===== src/rtl/smi_arb_pkg.sv =====
package smi_arb_pkg;
   // outcome of one arbitration decision
   typedef enum logic [1:0] {
      DEC_NONE = 2'd0,
      DEC_SMM  = 2'd1,
      DEC_IRQ  = 2'd2
   } dec_e;
endpackage


===== src/rtl/smi_pend_bits.sv =====
module smi_pend_bits #(
   parameter int NUM_REQ = 8,
   parameter int SMI_BIT = 6
) (
   input  logic               clk,
   input  logic               rst,
   input  logic [NUM_REQ-1:0] set_i,
   input  logic [NUM_REQ-1:0] clr_i,
   input  logic               smm_accept_i,
   output logic [NUM_REQ-1:0] pend_o
);
   for (genvar b = 0; b < NUM_REQ; b++) begin : g_bit
      logic drop;
      if (b == SMI_BIT) begin : g_smi
         assign drop = clr_i[b] | smm_accept_i;
      end else begin : g_plain
         assign drop = clr_i[b];
      end
      always_ff @(posedge clk) begin
         if (rst)
            pend_o[b] <= 1'b0;
         else if (set_i[b])
            pend_o[b] <= 1'b1;
         else if (drop)
            pend_o[b] <= 1'b0;
      end
   end
endmodule


===== src/rtl/smi_mode_flag.sv =====
module smi_mode_flag (
   input  logic clk,
   input  logic rst,
   input  logic enter_i,
   input  logic resume_i,
   output logic in_smm_o
);
   always_ff @(posedge clk) begin
      if (rst)
         in_smm_o <= 1'b0;
      else if (enter_i)
         in_smm_o <= 1'b1;
      else if (resume_i)
         in_smm_o <= 1'b0;
   end
endmodule


===== src/rtl/smi_decide.sv =====
module smi_decide
   import smi_arb_pkg::*;
(
   input  logic clk,
   input  logic rst,
   input  logic boundary_i,
   input  logic smi_pend_i,
   input  logic hw_pend_i,
   input  logic int_en_i,
   input  logic int_shadow_i,
   input  logic in_smm_i,
   output logic smm_accept_o,
   output logic smm_grant_o,
   output logic irq_grant_o
);
   dec_e dec;

   always_comb begin
      dec = DEC_NONE;
      if (boundary_i) begin
         if (smi_pend_i && !in_smm_i)
            dec = DEC_SMM;
         else if (hw_pend_i && int_en_i && !int_shadow_i)
            dec = DEC_IRQ;
      end
   end

   assign smm_accept_o = (dec == DEC_SMM);

   always_ff @(posedge clk) begin
      if (rst) begin
         smm_grant_o <= 1'b0;
         irq_grant_o <= 1'b0;
      end else begin
         smm_grant_o <= (dec == DEC_SMM);
         irq_grant_o <= (dec == DEC_IRQ);
      end
   end
endmodule


===== src/rtl/smi_arbiter.sv =====
module smi_arbiter #(
   parameter int NUM_REQ = 8,
   parameter int SMI_BIT = 6,
   parameter int HW_BIT  = 1
) (
   input  logic               clk,
   input  logic               rst,
   input  logic               boundary_i,
   input  logic [NUM_REQ-1:0] req_set_i,
   input  logic [NUM_REQ-1:0] req_clr_i,
   input  logic               int_en_i,
   input  logic               int_shadow_i,
   input  logic               smm_resume_i,
   output logic [NUM_REQ-1:0] pend_o,
   output logic               in_smm_o,
   output logic               smm_grant_o,
   output logic               irq_grant_o
);
   // elaboration-time configuration checks
   if (SMI_BIT == HW_BIT) begin : g_bad_overlap
      $error("smi_arbiter: SMI_BIT and HW_BIT must differ");
   end
   if (SMI_BIT >= NUM_REQ || HW_BIT >= NUM_REQ) begin : g_bad_range
      $error("smi_arbiter: request bit outside the pending vector");
   end

   logic smm_accept;

   smi_pend_bits #(.NUM_REQ(NUM_REQ), .SMI_BIT(SMI_BIT)) u_pend (
      .clk          (clk),
      .rst          (rst),
      .set_i        (req_set_i),
      .clr_i        (req_clr_i),
      .smm_accept_i (smm_accept),
      .pend_o       (pend_o)
   );

   smi_mode_flag u_mode (
      .clk      (clk),
      .rst      (rst),
      .enter_i  (smm_accept),
      .resume_i (smm_resume_i),
      .in_smm_o (in_smm_o)
   );

   smi_decide u_dec (
      .clk          (clk),
      .rst          (rst),
      .boundary_i   (boundary_i),
      .smi_pend_i   (pend_o[SMI_BIT]),
      .hw_pend_i    (pend_o[HW_BIT]),
      .int_en_i     (int_en_i),
      .int_shadow_i (int_shadow_i),
      .in_smm_i     (in_smm_o),
      .smm_accept_o (smm_accept),
      .smm_grant_o  (smm_grant_o),
      .irq_grant_o  (irq_grant_o)
   );
endmodule


===== config.mk =====
export PLATFORM = sky130hd
export DESIGN_NAME = smi_arbiter
export DESIGN_NICKNAME = d
export VERILOG_FILES = /design/src/rtl/smi_arb_pkg.sv /design/src/rtl/smi_pend_bits.sv /design/src/rtl/smi_mode_flag.sv /design/src/rtl/smi_decide.sv /design/src/rtl/smi_arbiter.sv
export SDC_FILE = /design/constraint.sdc
export NUM_CORES = 1
export LEC_CHECK = 0
export BUFFER_PORTS_ARGS = -buffer_cell sky130_fd_sc_hd__buf_4
export CAP_MARGIN = 5
export CORE_AREA = 2 2 39 41
export DETAILED_ROUTE_END_ITERATION = 7
export DIE_AREA = 0 0 41 43
export MAX_ROUTING_LAYER = met4
export PLACE_DENSITY = 0.68
export SLEW_MARGIN = 30
export SYNTH_ARGS = -nofsm -noshare
export SYNTH_HDL_FRONTEND = slang
export SYNTH_SLANG_ARGS = --single-unit

===== constraint.sdc =====
create_clock -name clk -period 0.9 [get_ports clk]
set_input_delay 0.135 -clock clk [delete_from_list [all_inputs] [get_ports clk]]
set_output_delay 0.135 -clock clk [all_outputs]
set_load 0.1 [all_outputs]

==> run summary, run 1 <==
The detailed-placement wirelength estimate is around 750 µm. The path type of the worst min-delay path is in -> reg. The count of final setup violators is 11. The data arrival time of the critical path is just over 0.8 ns. On the final layout, the worst hold slack is ~0.02 ns. The commonest register cell after synthesis is sky130_fd_sc_hd__dfxtp_1. The worst-case IR drop observed on VDD is ~0.94 mV.

The final setup TNS came out at -0.239 ns. The average size of a mapped cell came out at around 8.8 µm². The number of failing hold endpoints at the final stage is 0. The fmax is 1050 MHz. The clock latency of the later-clocked register in the worst-skew pair came out at ~0.26 ns.

The synthesized netlist net count came out at just under 70. The number of buffers created by CTS came out at 3. Of the total power, the share spent switching nets is 0.332. No sink is reached through more buffers than the 2 on the longest clock path. The number of max-capacitance violations reported came out at 0. Relative to the synthesized area, the layout overhead comes to 109%.

The worst setup path is captured at a primary output. The vias per cell came out at 4.08. The delay of the slowest cell on the worst path is 0.38 ns.

The number of enable flip-flop cells after synthesis came out at 0. The worst setup path is of the reg -> out kind. The final setup skew came out at ~0.0023 ns.

The register share of total power came out at 0.413. TritonCTS built the clock tree. The share of total power in the clock network came out at 0.249. The largest net degree at the start of global routing came out at 11. The final worst slack is -0.0509 ns.

Traced cell by cell, the critical path runs through buf_12. From left edge to right edge, the die measures about 41 µm. The most common cell in the synthesized netlist is sky130_fd_sc_hd__dfxtp_1. The commonest cells after synthesis are sky130_fd_sc_hd__dfxtp_1, sky130_fd_sc_hd__nor2_1, sky130_fd_sc_hd__inv_1. The launch instance of the worst min-delay path is int_shadow_i. The number of hold-repair buffers added at the cts stage came out at 0. The power density relative to cell area came out at approximately 1500 mW/mm².

Clock-pin slew was measured on the worst setup and hold paths at around 0.07 ns. The number of buffers and inverters on the critical path came out at 1. For this configuration, the core starts out at a cell density of 0.300. The library cell used as clock root buffer is sky130_fd_sc_hd__clkbuf_4. The worst slew margin relative to its limit is 0.889. The filler cells instantiated in the layout total 114. The highest fanout seen on the critical path is 4. The slew at the pin with the worst max-slew slack came out at about 0.17 ns. The count of different cell masters after synthesis is 12. In this run the critical register-to-register path is launched from u_pend.pend_o[6]. The Yosys warning count came out at 0. Internal power comes to roughly 0.00087 W. The gate count after technology mapping is 47. In the routed design, unresolved DRC markers number 0. In the final routed layout, each cell accounts on average for about 10 µm. After floorplanning, the core was sized to cover ~0.0014 mm². Summed over all layers, the global routing overflow is 0. The share of total power dissipated in combinational logic is 0.339. In the synthesized netlist the async set-or-reset flop fraction comes to 0. The share of the clock period used by the worst path after layout is 1.06. The final standard cell utilization of the core came out at 0.627. The worst setup path is launched from a register. In this design, the largest share of critical-path delay is due to flip-flops.

The flop and latch count out of synthesis is 11. Setup repair after global routing could not meet its margin everywhere. The leakage dissipation came out at 0.416 nW. Of the synthesized area, sequential elements account for 0.530. The number of I/O pins came out at 33. On the critical path, the stage with the largest delay is an instance of sky130_fd_sc_hd__dfxtp_4. The flow ran to the end, but the final reports show violations. The number of max-slew violations in the final report is 0.

The repair_antennas step left the layout with diodes totalling 0. The die is 43 µm tall. The number of buffer cells added on primary ports is 32.

The minimum period implied by the final worst setup slack is roughly 0.95 ns. In the final layout, the share of cells above drive strength 1 is 0.642. The count of nets after finishing is between 100 and 150. The via count is about 400. CTS built an H-tree with a depth of 1.

The via count of the first global-routing pass came out at 440. The number of DRC violations after detailed-routing iteration 0 came out at 1. The initial antenna violation count is 0.

The area share of the leading cell type in the synthesized netlist came out at 0.530. The global-route wire length before repair is 1680 µm. The total routing usage reported by global routing came out at 0.152. Yosys attributes the largest share of cell area to sky130_fd_sc_hd__dfxtp_1, sky130_fd_sc_hd__nor2_1, sky130_fd_sc_hd__a21oi_1.

The synthesized netlist occupies a cell area of about 420 µm². The total cell area at the placement stage is slightly below 700 µm². The total length of routed wires came out at just over 1000 µm.

The congestion estimate from routability-driven global placement came to between 0.6 and 0.7. The required time of the critical path is between 0.7 and 0.8 ns. The final instance area is 868 µm². In this run the remaining antenna-violating nets after routing total 0. The full die area is about 0.0018 mm². The switching power is approximately 0.00043 W. The biggest area consumer among synthesized cells is sky130_fd_sc_hd__dfxtp_1. The floorplan row count came out at 14. The checks that failed: negative setup slack. Clock tree synthesis found a total of 11 sinks. The most critical setup path has its startpoint at u_mode.in_smm_o. The pre-antenna-repair detailed-routing pass consisted of 4 iterations.
[power by group through the flow]
| stage | sequential (W) | combinational, W | clock [W] |
|---|---|---|---|
| 4_1_cts | 0.000537 | 0.000441 | 0.000346 |
| 2_1_floorplan | 0.000687 | 0.000106 | 0 |
| 3_3_place_gp | 0.000533 | 0.000368 | 0 |
| 3_5_place_dp | 0.000534 | 0.000369 | 0 |
| 6_report | 0.000537 | 0.000441 | 0.000324 |
| 5_1_grt | 0.000541 | 0.000465 | 0.000375 |
[state kept, by name (all words and copies together) (netlist names)]
signal	flops
u_mode.in_smm_o	1
u_pend.pend_o	8
u_dec.irq_grant_o	1
u_dec.smm_grant_o	1
[metrics by stage]
| step | std cells | total power [W] | setup WS (ns) |
|---|---|---|---|
| final | 97 | 0.00130 | -0.0509 |
| after detailed placement | 92 | 0.000903 | 0.0616 |
| after CTS | 97 | 0.00132 | -0.0655 |
| after floorplan | 47 | 0.000794 | -0.121 |
| after global routing | 97 | 0.00138 | -0.0931 |
| after global placement | 92 | 0.000900 | 0.0910 |
[kinds of logic after synthesis]
logic type,Yosys count,share of synthesized area
AO/OA/AOI/OAI,8,0.0994
multiplexers,1,0.0271
AND/OR/NAND/NOR,16,0.208
buffers and inverters,11,0.136
flip-flops,11,0.530
[routing by layer]
| metal | routed length (µm) | global-route usage |
|---|---|---|
| met2 | 519 | 0.238 |
| met4 | 14 | 0.120 |
| met3 | 119 | 0.0419 |
| met1 | 363 | 0.147 |
| met5 | 0 | - |
[cells in the final DEF, fill, tap and decap left out, types with 2 or more instances in the layout]
| cell type | instances |
|---|---|
| sky130_fd_sc_hd__nor2_1 | 9 |
| sky130_fd_sc_hd__nand2b_4 | 2 |
| sky130_fd_sc_hd__dfxtp_2 | 3 |
| sky130_fd_sc_hd__dfxtp_4 | 8 |
| sky130_fd_sc_hd__a21oi_1 | 7 |
| sky130_fd_sc_hd__buf_4 | 22 |
| sky130_fd_sc_hd__inv_1 | 8 |
| sky130_fd_sc_hd__buf_12 | 11 |
| sky130_fd_sc_hd__nand2_1 | 2 |
| sky130_fd_sc_hd__clkbuf_4 | 3 |
[worst paths after layout]
| path | endpoint | slack, ns | cells past startpoint |
|---|---|---|---|
| worst max-delay path | in_smm_o | -0.05 | 1 |
| worst min-delay path | u_dec.irq_grant_o | 0.02 | 2 |
| worst min register to register | u_pend.pend_o[2] | 0.51 | 2 |
| worst max register to register | u_mode.in_smm_o | 0.05 | 3 |
[repair_timing]
action                     in CTS  in global routing
buffers inserted                1                  0
resized for setup              36                  1
setup endpoints to repair      11                 12
cloned                          0                  0
pin swaps                       0                  0
[final cells by class]
class	count	area, µm²	share of cell area
repair buffers	33	385	0.444
flip-flops and latches	11	254	0.293
clock buffers	4	26.3	0.0303
inverters	8	30.0	0.0346
multi-input cells	25	153	0.176
well taps	16	20.0	0.0231
(Power assumes the default switching activity.)
==> run 2: changes to the inputs <==
- CORE_AREA: 2 2 39 41 -> 3 3 40 42
- DIE_AREA: 0 0 41 43 -> 0 0 43 45
==> run summary, run 2 (synthesis gave the netlist of run 1 again) <==
The required time of the critical path is around 0.76 ns. The routed design could run at a clock period as short as 0.944 ns. The number of DRC violations after detailed-routing iteration 0 is 3. The register with the most flip-flops in the final layout is u_pend.pend_o. The critical path is of the reg -> out type. The placed cell count is 91. Clock tree synthesis inserted a total of 3 buffers.

For the final database, setup skew stands at just over 0.009 ns. The count of final setup violators is 13. STA classifies the critical path startpoint as a register. STA classifies the critical path endpoint as a primary output. The first global-routing pass estimated ~1900 µm of wire. The number of buffers and inverters on the critical path is 1. The kind of cell adding the most delay to the critical path is flip-flops. Among all stages on the critical path, the largest delay is contributed by sky130_fd_sc_hd__dfxtp_4. The final setup TNS is -0.327 ns. The share of total power in the clock network came out at 0.251.

The number of buffer cells added on primary ports is 32. The peak supply drop came out at 1.00 mV. Clock tree synthesis selected as its root buffer the cell sky130_fd_sc_hd__clkbuf_4.

In the final layout, the share of cells above drive strength 1 is 0.663. The number of clock sinks is 11. The total length of routed wires came out at roughly 1300 µm. The fmax came out at between 1000 and 1500 MHz. The number of H-tree levels is 1.

In the layout the commonest cells are sky130_fd_sc_hd__buf_4, sky130_fd_sc_hd__buf_12, sky130_fd_sc_hd__nor2_1. Pin placement for this block handled 33 I/O pins. The switching power came out at between 0.0004 and 0.0005 W. In this run the worst hold path is classified as in -> reg. The leakage dissipation is approximately 0.43 nW. The flow ran to the end, but the final reports show violations. The number of remaining DRC errors is 0.

The signed area change from the synthesized netlist to the final layout is 115%. The full die area came out at 0.00194 mm². The vias per cell came out at roughly 4.3.

Data on the critical path arrives at its endpoint at 0.81 ns. Traced cell by cell, the critical path runs through buf_12. The register share of total power is 0.404. The routed layout has 417 vias. The total routing usage reported by global routing came out at 0.137. The detailed-placement wirelength estimate is roughly 770 µm. The internal portion of the total power is just under 0.0009 W.

At the later pin of the worst-skew pair, clock insertion delay measures around 0.26 ns. The checks that failed: negative setup slack. After global routing the overflow that remains totals 0. The final cell count without fillers is just under 100.

The share of the clock period used by the worst path after layout came out at 1.05. The power density relative to cell area is around 1500 mW/mm². The pre-CTS worst setup slack is between 0.06 and 0.07 ns. Clock-pin slew was measured on the worst setup and hold paths at around 0.08 ns. The maximum buffer depth of the clock tree is 2. After detailed routing, the average wire length per cell comes to around 13 µm. The worst slew margin relative to its limit is 0.865. The detail route stage leaves a number of antenna-violating nets equal to 0. The share of total power in combinational logic is 0.345. Measured along the y axis, the die boundary spans between 40 and 50 µm. The delay of the slowest cell on the worst path is between 0.3 and 0.4 ns. The starting density of the core is 0.323. The highest fanout seen on the critical path came out at 4. The antenna diode instance count is 0. The minimum hold slack is between 0.02 and 0.025 ns.

Setup repair after global routing could not meet its margin everywhere. The slew at the pin with the worst max-slew slack came out at roughly 0.20 ns. The die outline width is 43 µm.

The number of flip-flops under the largest register name came out at 8. The final worst slack is -0.0438 ns. The number of max-slew violations in the final report came out at 0. The commonest non-fill, non-tap cell in the layout is sky130_fd_sc_hd__buf_4. The number of failing hold endpoints at the final stage came out at 0.

The count of nets after finishing is 106. The via count of the first global-routing pass is between 400 and 500. Of the total power, the share spent switching nets is 0.340.

Max-cap violations in this run came to 0. The initialized floorplan defines 13 standard-cell rows. Before antenna repair, the detailed router went through 4 iterations.

The area of the core is ~0.0013 mm². TritonCTS built the clock tree. The initial antenna violation count came out at 0. Entering global routing, the biggest net connects 11 pins. The final weighted congestion of routability-driven global placement came out at 0.586.
[run 2: power by group through the flow]
| stage | combinational (W) | sequential [W] | clock [W] |
|---|---|---|---|
| 2_1_floorplan | 0.000106 | 0.000687 | 0 |
| 3_3_place_gp | 0.000367 | 0.000533 | 0 |
| 3_5_place_dp | 0.000370 | 0.000534 | 0 |
| 4_1_cts | 0.000454 | 0.000536 | 0.000341 |
| 5_1_grt | 0.000476 | 0.000541 | 0.000359 |
| 6_report | 0.000459 | 0.000538 | 0.000334 |
[run 2: stage by stage]
stage          utilization  total power (W)  area (µm²)
2_1_floorplan            -         0.000794         455
3_3_place_gp         0.536         0.000900         688
3_5_place_dp         0.536         0.000904         688
4_1_cts              0.690          0.00133         887
5_1_grt              0.695          0.00138         893
6_report             0.695          0.00133         893
[run 2: cell type report]
| cell class | instances | area, µm² |
|---|---|---|
| clock buffer | 4 | 26.3 |
| fill | 101 | 392 |
| inverter | 8 | 30.0 |
| multi-input combinational | 25 | 160 |
| sequential | 11 | 254 |
| tap | 15 | 18.8 |
| timing repair buffer | 35 | 404 |
[run 2: worst paths after layout]
| kind | slack [ns] | end | cells past startpoint | start |
|---|---|---|---|---|
| min reg2reg | 0.51 | u_pend.pend_o[0] | 2 | u_pend.pend_o[0] |
| max reg2reg | -0.04 | u_dec.irq_grant_o | 4 | u_pend.pend_o[6] |
| max | -0.04 | in_smm_o | 1 | u_mode.in_smm_o |
| min | 0.02 | u_dec.irq_grant_o | 2 | int_shadow_i |
[run 2: timing repair]
action,4_1_cts,5_1_grt
setup endpoints to repair,11,13
setup buffers,3,0
gates resized for setup,37,2
hold buffers,0,0
[run 2: metal layers]
metal  routed length [µm]  vias to the layer above  track usage
met5                    0                        -            -
met4                   16                        0       0.0542
met3                  118                        2       0.0398
met2                  666                       21        0.243
met1                  461                      180        0.144
li1                     -                      214            -
